`src/rtl/pmcc_pkg.sv`:
```
// Package: shared mode and clock-source encodings for the power-mode
// clock source controller. Assumes 3-bit codes on both sides.
package pmcc_pkg;

    localparam int MODE_W = 3;
    localparam int SEL_W  = 3;

    typedef enum logic [MODE_W-1:0] {
        PM_PRI_RUN  = 3'd0,
        PM_PRI_IDLE = 3'd1,
        PM_SEC_RUN  = 3'd2,
        PM_SEC_IDLE = 3'd3,
        PM_RC_RUN   = 3'd4,
        PM_RC_IDLE  = 3'd5,
        PM_SLEEP    = 3'd6
    } pm_mode_e;

    typedef enum logic [SEL_W-1:0] {
        CS_NONE  = 3'd0,
        CS_PRI   = 3'd1,
        CS_SEC   = 3'd2,
        CS_LFRC  = 3'd3,
        CS_HFINT = 3'd4
    } clk_src_e;

    localparam logic [MODE_W-1:0] MODE_ILLEGAL = 3'd7;

endpackage

```
`src/rtl/pmcc_ctrl_reg.sv`:
```
// Control register: captures the requested mode and the side-need flags
// on each clock edge. An unknown mode code falls back to primary run.
// Assumes synchronous inputs; synchronous active-low reset.
module pmcc_ctrl_reg
    import pmcc_pkg::*;
#(
    parameter int RATIO_W = 3
) (
    input  logic               clk,
    input  logic               rst_n,
    input  logic [MODE_W-1:0]  mode_sel,
    input  logic               wdt_en,
    input  logic               t1_osc_req,
    input  logic               rc_direct,
    input  logic [RATIO_W-1:0] ratio_sel,
    output pm_mode_e           mode_q,
    output logic               wdt_q,
    output logic               t1_q,
    output logic               direct_q,
    output logic [RATIO_W-1:0] ratio_q
);

    pm_mode_e mode_d;

    // Map the raw request to a legal mode.
    always_comb begin
        if (mode_sel == MODE_ILLEGAL) begin
            mode_d = PM_PRI_RUN;
        end else begin
            mode_d = pm_mode_e'(mode_sel);
        end
    end

    // Hold the registered control state.
    always_ff @(posedge clk) begin
        if (!rst_n) begin
            mode_q   <= PM_PRI_RUN;
            wdt_q    <= 1'b0;
            t1_q     <= 1'b0;
            direct_q <= 1'b0;
            ratio_q  <= '0;
        end else begin
            mode_q   <= mode_d;
            wdt_q    <= wdt_en;
            t1_q     <= t1_osc_req;
            direct_q <= rc_direct;
            ratio_q  <= ratio_sel;
        end
    end

endmodule

```
`src/rtl/pmcc_boost_timer.sv`:
```
// Start-up window timer: counts BOOST_LEN cycles after reset, and again
// after a qualifying wake from sleep. Assumes BOOST_LEN >= 1.
module pmcc_boost_timer #(
    parameter int BOOST_LEN = 16
) (
    input  logic clk,
    input  logic rst_n,
    input  logic in_sleep,
    input  logic two_speed_en,
    input  logic wake_evt,
    output logic boost
);

    localparam int CNT_W = $clog2(BOOST_LEN + 1);
    localparam logic [CNT_W-1:0] CNT_LOAD = CNT_W'(BOOST_LEN);

    logic [CNT_W-1:0] cnt_q;
    logic             restart;

    // A wake restarts the window only from sleep with two-speed set.
    always_comb begin
        restart = wake_evt && two_speed_en && in_sleep;
    end

    // Load, count down and park at zero.
    always_ff @(posedge clk) begin
        if (!rst_n) begin
            cnt_q <= CNT_LOAD;
        end else if (restart) begin
            cnt_q <= CNT_LOAD;
        end else if (cnt_q != '0) begin
            cnt_q <= cnt_q - 1'b1;
        end
    end

    // The window is open while the count is non-zero.
    always_comb begin
        boost = (cnt_q != '0);
    end

endmodule

```
`src/rtl/pmcc_src_enables.sv`:
```
// Source enables: derives the four oscillator enables and the clock mux
// code from the registered mode, side-need flags and start-up window.
// Purely combinational; assumes registered inputs.
module pmcc_src_enables
    import pmcc_pkg::*;
(
    input  pm_mode_e          mode_q,
    input  logic              wdt_q,
    input  logic              t1_q,
    input  logic              direct_q,
    input  logic              boost,
    output logic              pri_en,
    output logic              sec_en,
    output logic              lfrc_en,
    output logic              hfint_en,
    output logic [SEL_W-1:0]  sel
);

    logic is_pri;
    logic is_sec;
    logic is_rc;
    clk_src_e src;

    // Classify the mode into families.
    always_comb begin
        is_pri = (mode_q == PM_PRI_RUN) || (mode_q == PM_PRI_IDLE);
        is_sec = (mode_q == PM_SEC_RUN) || (mode_q == PM_SEC_IDLE);
        is_rc  = (mode_q == PM_RC_RUN)  || (mode_q == PM_RC_IDLE);
    end

    // Combine the mode with the side needs into enables.
    always_comb begin
        pri_en   = is_pri;
        sec_en   = is_sec || t1_q;
        lfrc_en  = wdt_q || (is_rc && direct_q);
        hfint_en = boost || (is_rc && !direct_q);
    end

    // Pick the clock mux code; sleep selects nothing.
    always_comb begin
        unique case (mode_q)
            PM_PRI_RUN, PM_PRI_IDLE: src = CS_PRI;
            PM_SEC_RUN, PM_SEC_IDLE: src = CS_SEC;
            PM_RC_RUN,  PM_RC_IDLE:  src = direct_q ? CS_LFRC : CS_HFINT;
            default:                 src = CS_NONE;
        endcase
        sel = src;
    end

endmodule

```
`src/rtl/pmcc_ratio_ctrl.sv`:
```
// Ratio control: passes the requested postscaler code, overridden by the
// start-up setting while the window is open. Assumes BOOST_RATIO fits.
module pmcc_ratio_ctrl #(
    parameter int RATIO_W     = 3,
    parameter int BOOST_RATIO = 3
) (
    input  logic               boost,
    input  logic [RATIO_W-1:0] ratio_q,
    output logic [RATIO_W-1:0] ratio_out
);

    localparam logic [RATIO_W-1:0] BOOST_CODE = RATIO_W'(BOOST_RATIO);

    // Per-bit override mux.
    for (genvar i = 0; i < RATIO_W; i++) begin : g_bit
        assign ratio_out[i] = boost ? BOOST_CODE[i] : ratio_q[i];
    end

endmodule

```
`src/rtl/pmcc_top.sv`:
```
// Power-mode clock source controller top: registers the mode request and
// side needs, runs the start-up window and drives the oscillator enables,
// clock mux code and postscaler code. Synchronous active-low reset.
module pmcc_top
    import pmcc_pkg::*;
#(
    parameter int RATIO_W     = 3,
    parameter int BOOST_LEN   = 16,
    parameter int BOOST_RATIO = 3
) (
    input  logic               clk,
    input  logic               rst_n,
    input  logic [2:0]         mode_sel,
    input  logic               wdt_en,
    input  logic               t1_osc_req,
    input  logic               rc_direct,
    input  logic [RATIO_W-1:0] ratio_sel,
    input  logic               two_speed_en,
    input  logic               wake_evt,
    output logic               pri_osc_en,
    output logic               sec_osc_en,
    output logic               lfrc_osc_en,
    output logic               hfint_osc_en,
    output logic [2:0]         clk_sel,
    output logic [RATIO_W-1:0] ratio_out
);

    pm_mode_e           mode_q;
    logic               wdt_q;
    logic               t1_q;
    logic               direct_q;
    logic [RATIO_W-1:0] ratio_q;
    logic               boost;
    logic               in_sleep;

    pmcc_ctrl_reg #(.RATIO_W(RATIO_W)) ctrl_i (
        .clk        (clk),
        .rst_n      (rst_n),
        .mode_sel   (mode_sel),
        .wdt_en     (wdt_en),
        .t1_osc_req (t1_osc_req),
        .rc_direct  (rc_direct),
        .ratio_sel  (ratio_sel),
        .mode_q     (mode_q),
        .wdt_q      (wdt_q),
        .t1_q       (t1_q),
        .direct_q   (direct_q),
        .ratio_q    (ratio_q)
    );

    // Sleep flag for the wake qualifier.
    always_comb begin
        in_sleep = (mode_q == PM_SLEEP);
    end

    pmcc_boost_timer #(.BOOST_LEN(BOOST_LEN)) boost_i (
        .clk          (clk),
        .rst_n        (rst_n),
        .in_sleep     (in_sleep),
        .two_speed_en (two_speed_en),
        .wake_evt     (wake_evt),
        .boost        (boost)
    );

    pmcc_src_enables en_i (
        .mode_q   (mode_q),
        .wdt_q    (wdt_q),
        .t1_q     (t1_q),
        .direct_q (direct_q),
        .boost    (boost),
        .pri_en   (pri_osc_en),
        .sec_en   (sec_osc_en),
        .lfrc_en  (lfrc_osc_en),
        .hfint_en (hfint_osc_en),
        .sel      (clk_sel)
    );

    pmcc_ratio_ctrl #(.RATIO_W(RATIO_W), .BOOST_RATIO(BOOST_RATIO)) ratio_i (
        .boost     (boost),
        .ratio_q   (ratio_q),
        .ratio_out (ratio_out)
    );

endmodule

```
`config.mk`:
```
export PLATFORM = sky130hd
export DESIGN_NAME = pmcc_top
export DESIGN_NICKNAME = d
export VERILOG_FILES = /design/src/rtl/pmcc_pkg.sv /design/src/rtl/pmcc_ctrl_reg.sv /design/src/rtl/pmcc_boost_timer.sv /design/src/rtl/pmcc_src_enables.sv /design/src/rtl/pmcc_ratio_ctrl.sv /design/src/rtl/pmcc_top.sv
export SDC_FILE = /design/constraint.sdc
export NUM_CORES = 1
export LEC_CHECK = 0
export ABC_AREA = 1
export CAP_MARGIN = 20
export CORE_MARGIN = 5
export CORE_UTILIZATION = 45
export CTS_BUF_LIST = sky130_fd_sc_hd__clkbuf_4 sky130_fd_sc_hd__clkbuf_8
export CTS_CLUSTER_SIZE = 16
export DETAILED_ROUTE_END_ITERATION = 10
export PLACE_DENSITY = 0.8
export SYNTH_ARGS = -nofsm -noshare
export SYNTH_HDL_FRONTEND = slang
export SYNTH_HIERARCHICAL = 1
export SYNTH_SLANG_ARGS = --single-unit
```
`constraint.sdc`:
```
create_clock -name clk -period 2.6 [get_ports clk]
set_clock_uncertainty 0.2 [all_clocks]
set_input_delay 0.78 -clock clk [delete_from_list [all_inputs] [get_ports clk]]
set_output_delay 0.78 -clock clk [all_outputs]
set_load 0.02 [all_outputs]
```
==> metrics.md <==
| Metric | Value |
|---|---|
| Status | `complete, no violations` |
| Drt initial violations | `9` |
| DP Area | `910.9 um^2` |
| Post-route cell area | `928.4 um^2` |
| Leak Pwr | `0.0005092 uW` |
| Buf+Inv Stages, Crit Path | `2` |
| Clk_lat worst skew | `0.27 ns` |
| TritonCTS clock tree | `yes` |
| Cell area after synthesis | `660.6 um^2` |
| Syn Nets | `111` |
| Crit path DAT | `1.47 ns` |
| Seq/Total Area, Yosys | `0.4242` |
| Global-route wire length before repair | `2470 um` |
| Setup ws final | `0.1466 ns` |
| Kind of cell adding the most delay to the critical path | `buffers and inverters` |
| Initial Utilization | `0.4893` |
| Core Rows | `13` |
| Max stage delay on crit path | `0.60 ns` |
| Synth cell types | `13` |
| Die width | `48.32 um` |
| Syn. warnings | `6` |
| Hold_buf cts | `0` |
| DRT Wirelength | `1396 um` |
| RSZ-0062 raised after global routing | `no` |
| Nets | `140` |
| Synth Instances | `96` |
| Tmin final | `2.453 ns` |
| First-pass detailed-route iteration total | `4` |
| Worst VDD drop | `0.0004716 V` |
| Clock tree buffer depth | `2` |
| Highest clock rate | `407.6 MHz` |
| Worst setup EP type | `output port` |
| Area grow syn2layout | `40.53%` |
| Die Span Y | `48.32 um` |
| Synth Register Bits | `14` |
| Die ar. | `2334 um^2` |
| Total GRT Usage | `0.1285` |
| CP Cell Sequence | `inv_1, nand3_1, nand2_1, clkdlybuf4s50_1` |
| Number of remaining DRC errors | `0` |
| Pwr/cell area | `800.4 nW/um^2` |
| Layout cell share with drive strength beyond 1 | `0.1532` |
| PortBufs | `22` |
| Dpl ws | `0.06252 ns` |
| Vias per cell | `4.446` |
| CP max-delay cell | `clkdlybuf4s50_1` |
| Clk sinks | `14` |
| Final setup viols | `0` |
| Ant diodes | `0` |
| Slew @ Worst Pin | `0.2307 ns` |
| Max-cap viol count | `0` |
| Hpwl dp | `1144 um` |
| Initial antenna violation count | `0` |
| Num CTS Buffers | `3` |
| Final Wtd Congestion | `0.7273` |
| Fin Setup TNS | `0 ns` |
| Io pins | `23` |
| Hold crit path type | `flip-flop to flip-flop` |
| Largest net degree at the start of global routing | `10` |
| H-tree levels | `1` |
| WS Path Type | `flip-flop to output port` |
| Max FO, Critical Path | `5` |
| Hold violation count in the final report | `0` |
| Max-Slew Margin vs Limit | `0.8457` |
| Crit start category | `flip-flop` |
| Area of the core | `1350 um^2` |
| Critical Path RT | `1.62 ns` |
| Clock root buffer | `clkbuf_4` |
| Hold_ws | `0.3264 ns` |
| Drt wl/cell | `10.04 um` |
| Final ANT Viol Nets | `0` |
| Syn Area/Cell | `6.882 um^2` |
| Total number of vias | `618` |
| Final Max Tran Viols | `0` |
| Grt ovf | `0` |
| Clk slew on worst S/H paths | `0.09 ns` |
| Tcrit/Tclk final | `0.9436` |
| Vias in the first global route | `618` |
[worst paths after layout]
kind	end	from	cells after the start	slack, ns
setup / recovery	lfrc_osc_en	ctrl_i/mode_q[1]	4	0.15
hold / removal	boost_i/cnt_q[4]	boost_i/cnt_q[4]	2	0.33
setup reg to reg	boost_i/cnt_q[1]	boost_i/cnt_q[1]	8	1.24
hold reg to reg	boost_i/cnt_q[4]	boost_i/cnt_q[4]	2	0.33
[cells in the mapped netlist, drive strengths merged]
library cell	instances	area, um^2
nand2	27	108.9
inv	25	93.84
dfxtp	14	280.3
nor2	12	60.06
nand3	11	55.05
a21oi	2	10.01
ha	2	25.02
a21boi	1	7.510
buf	1	11.26
xnor2	1	8.760
[metal layers]
metal / vias up / part of all wire / track usage / wire [um]
met5: - / 0 / 0 / 0
li1: 333 / - / - / -
met1: 269 / 0.42 / 0.1423 / 586
met3: 2 / 0.047 / 0.03364 / 66
met2: 14 / 0.52 / 0.2326 / 731
met4: 0 / 0.0086 / 0.04147 / 12
[flip-flops by register name (all words and copies together) (netlist names)]
signal and cells:
ctrl_i/t1_q 1, ctrl_i/direct_q 1, ctrl_i/wdt_q 1, boost_i/cnt_q 5, ctrl_i/mode_q 3, ctrl_i/ratio_q 3
[what timing repair did]
action | CTS | global route
gates resized for setup | 4 | 9
setup endpoints to repair | 4 | 6
setup buffers | 0 | 0
[metrics by stage]
stage	std cells	util	power (uW)
4_1_cts	139	0.6979	751.0
6_report	139	0.6877	743.1
3_5_place_dp	135	0.6747	601.3
3_3_place_gp	135	0.6747	588.2
2_1_floorplan	96	-	493.8
5_1_grt	139	0.6877	801.4
[final cells by class]
class	instances	area [um^2]
fill	106	421.7
sequential	14	281.5
multi-input combinational	56	275.3
timing repair buffer	25	222.7
inverter	25	93.84
clock buffer	4	36.28
tap	15	18.77
[kinds of logic (layout without fill, tap and decap cells)]
kind of cell               Yosys count  in the layout  synth area share
AOI/OAI and AO/OA                    3              3           0.02652
xor gates and xnor gates             1              1           0.01326
adders and majority gates            2              2           0.03787
buffers and inverters               26             54            0.1591
DFF                                 14             14            0.4242
and+or+nand+nor                     50             50            0.3390
[tightest hold or removal path: stages, from the launching register on]
cell and delay (ns):
dfxtp_1 0.35, nand2_1 0.07, nand3_1 0.06
[layout by cell type (no fill, tap or decap)]
cell type        Yosys  routed
ha_1                 2       2
nor2_4               1       1
nand2_1             24      24
dfxtp_1             14      13
a21oi_1              2       2
nor2_1               8       8
buf_4                0       3
xnor2_1              1       1
a21boi_1             1       1
inv_1               25      25
nand2_2              3       3
nand3_1             11      11
clkdlybuf4s50_1      0      18
clkbuf_8             0       1
dfxtp_2              0       1
nor2_2               3       3
clkbuf_4             0       3
clkbuf_2             0       4
[report_power, final]
| part | switching [uW] | internal [uW] | total (uW) | leakage [uW] |
|---|---|---|---|---|
| sequential | 36.4 | 257 | 293 | 0.000117 |
| clock | 71.1 | 85.1 | 156 | 0.0000210 |
| combinational | 165 | 129 | 294 | 0.000371 |
| total | 272 | 471 | 743 | 0.000509 |
Note: power is estimated with default switching activity, not from simulation.
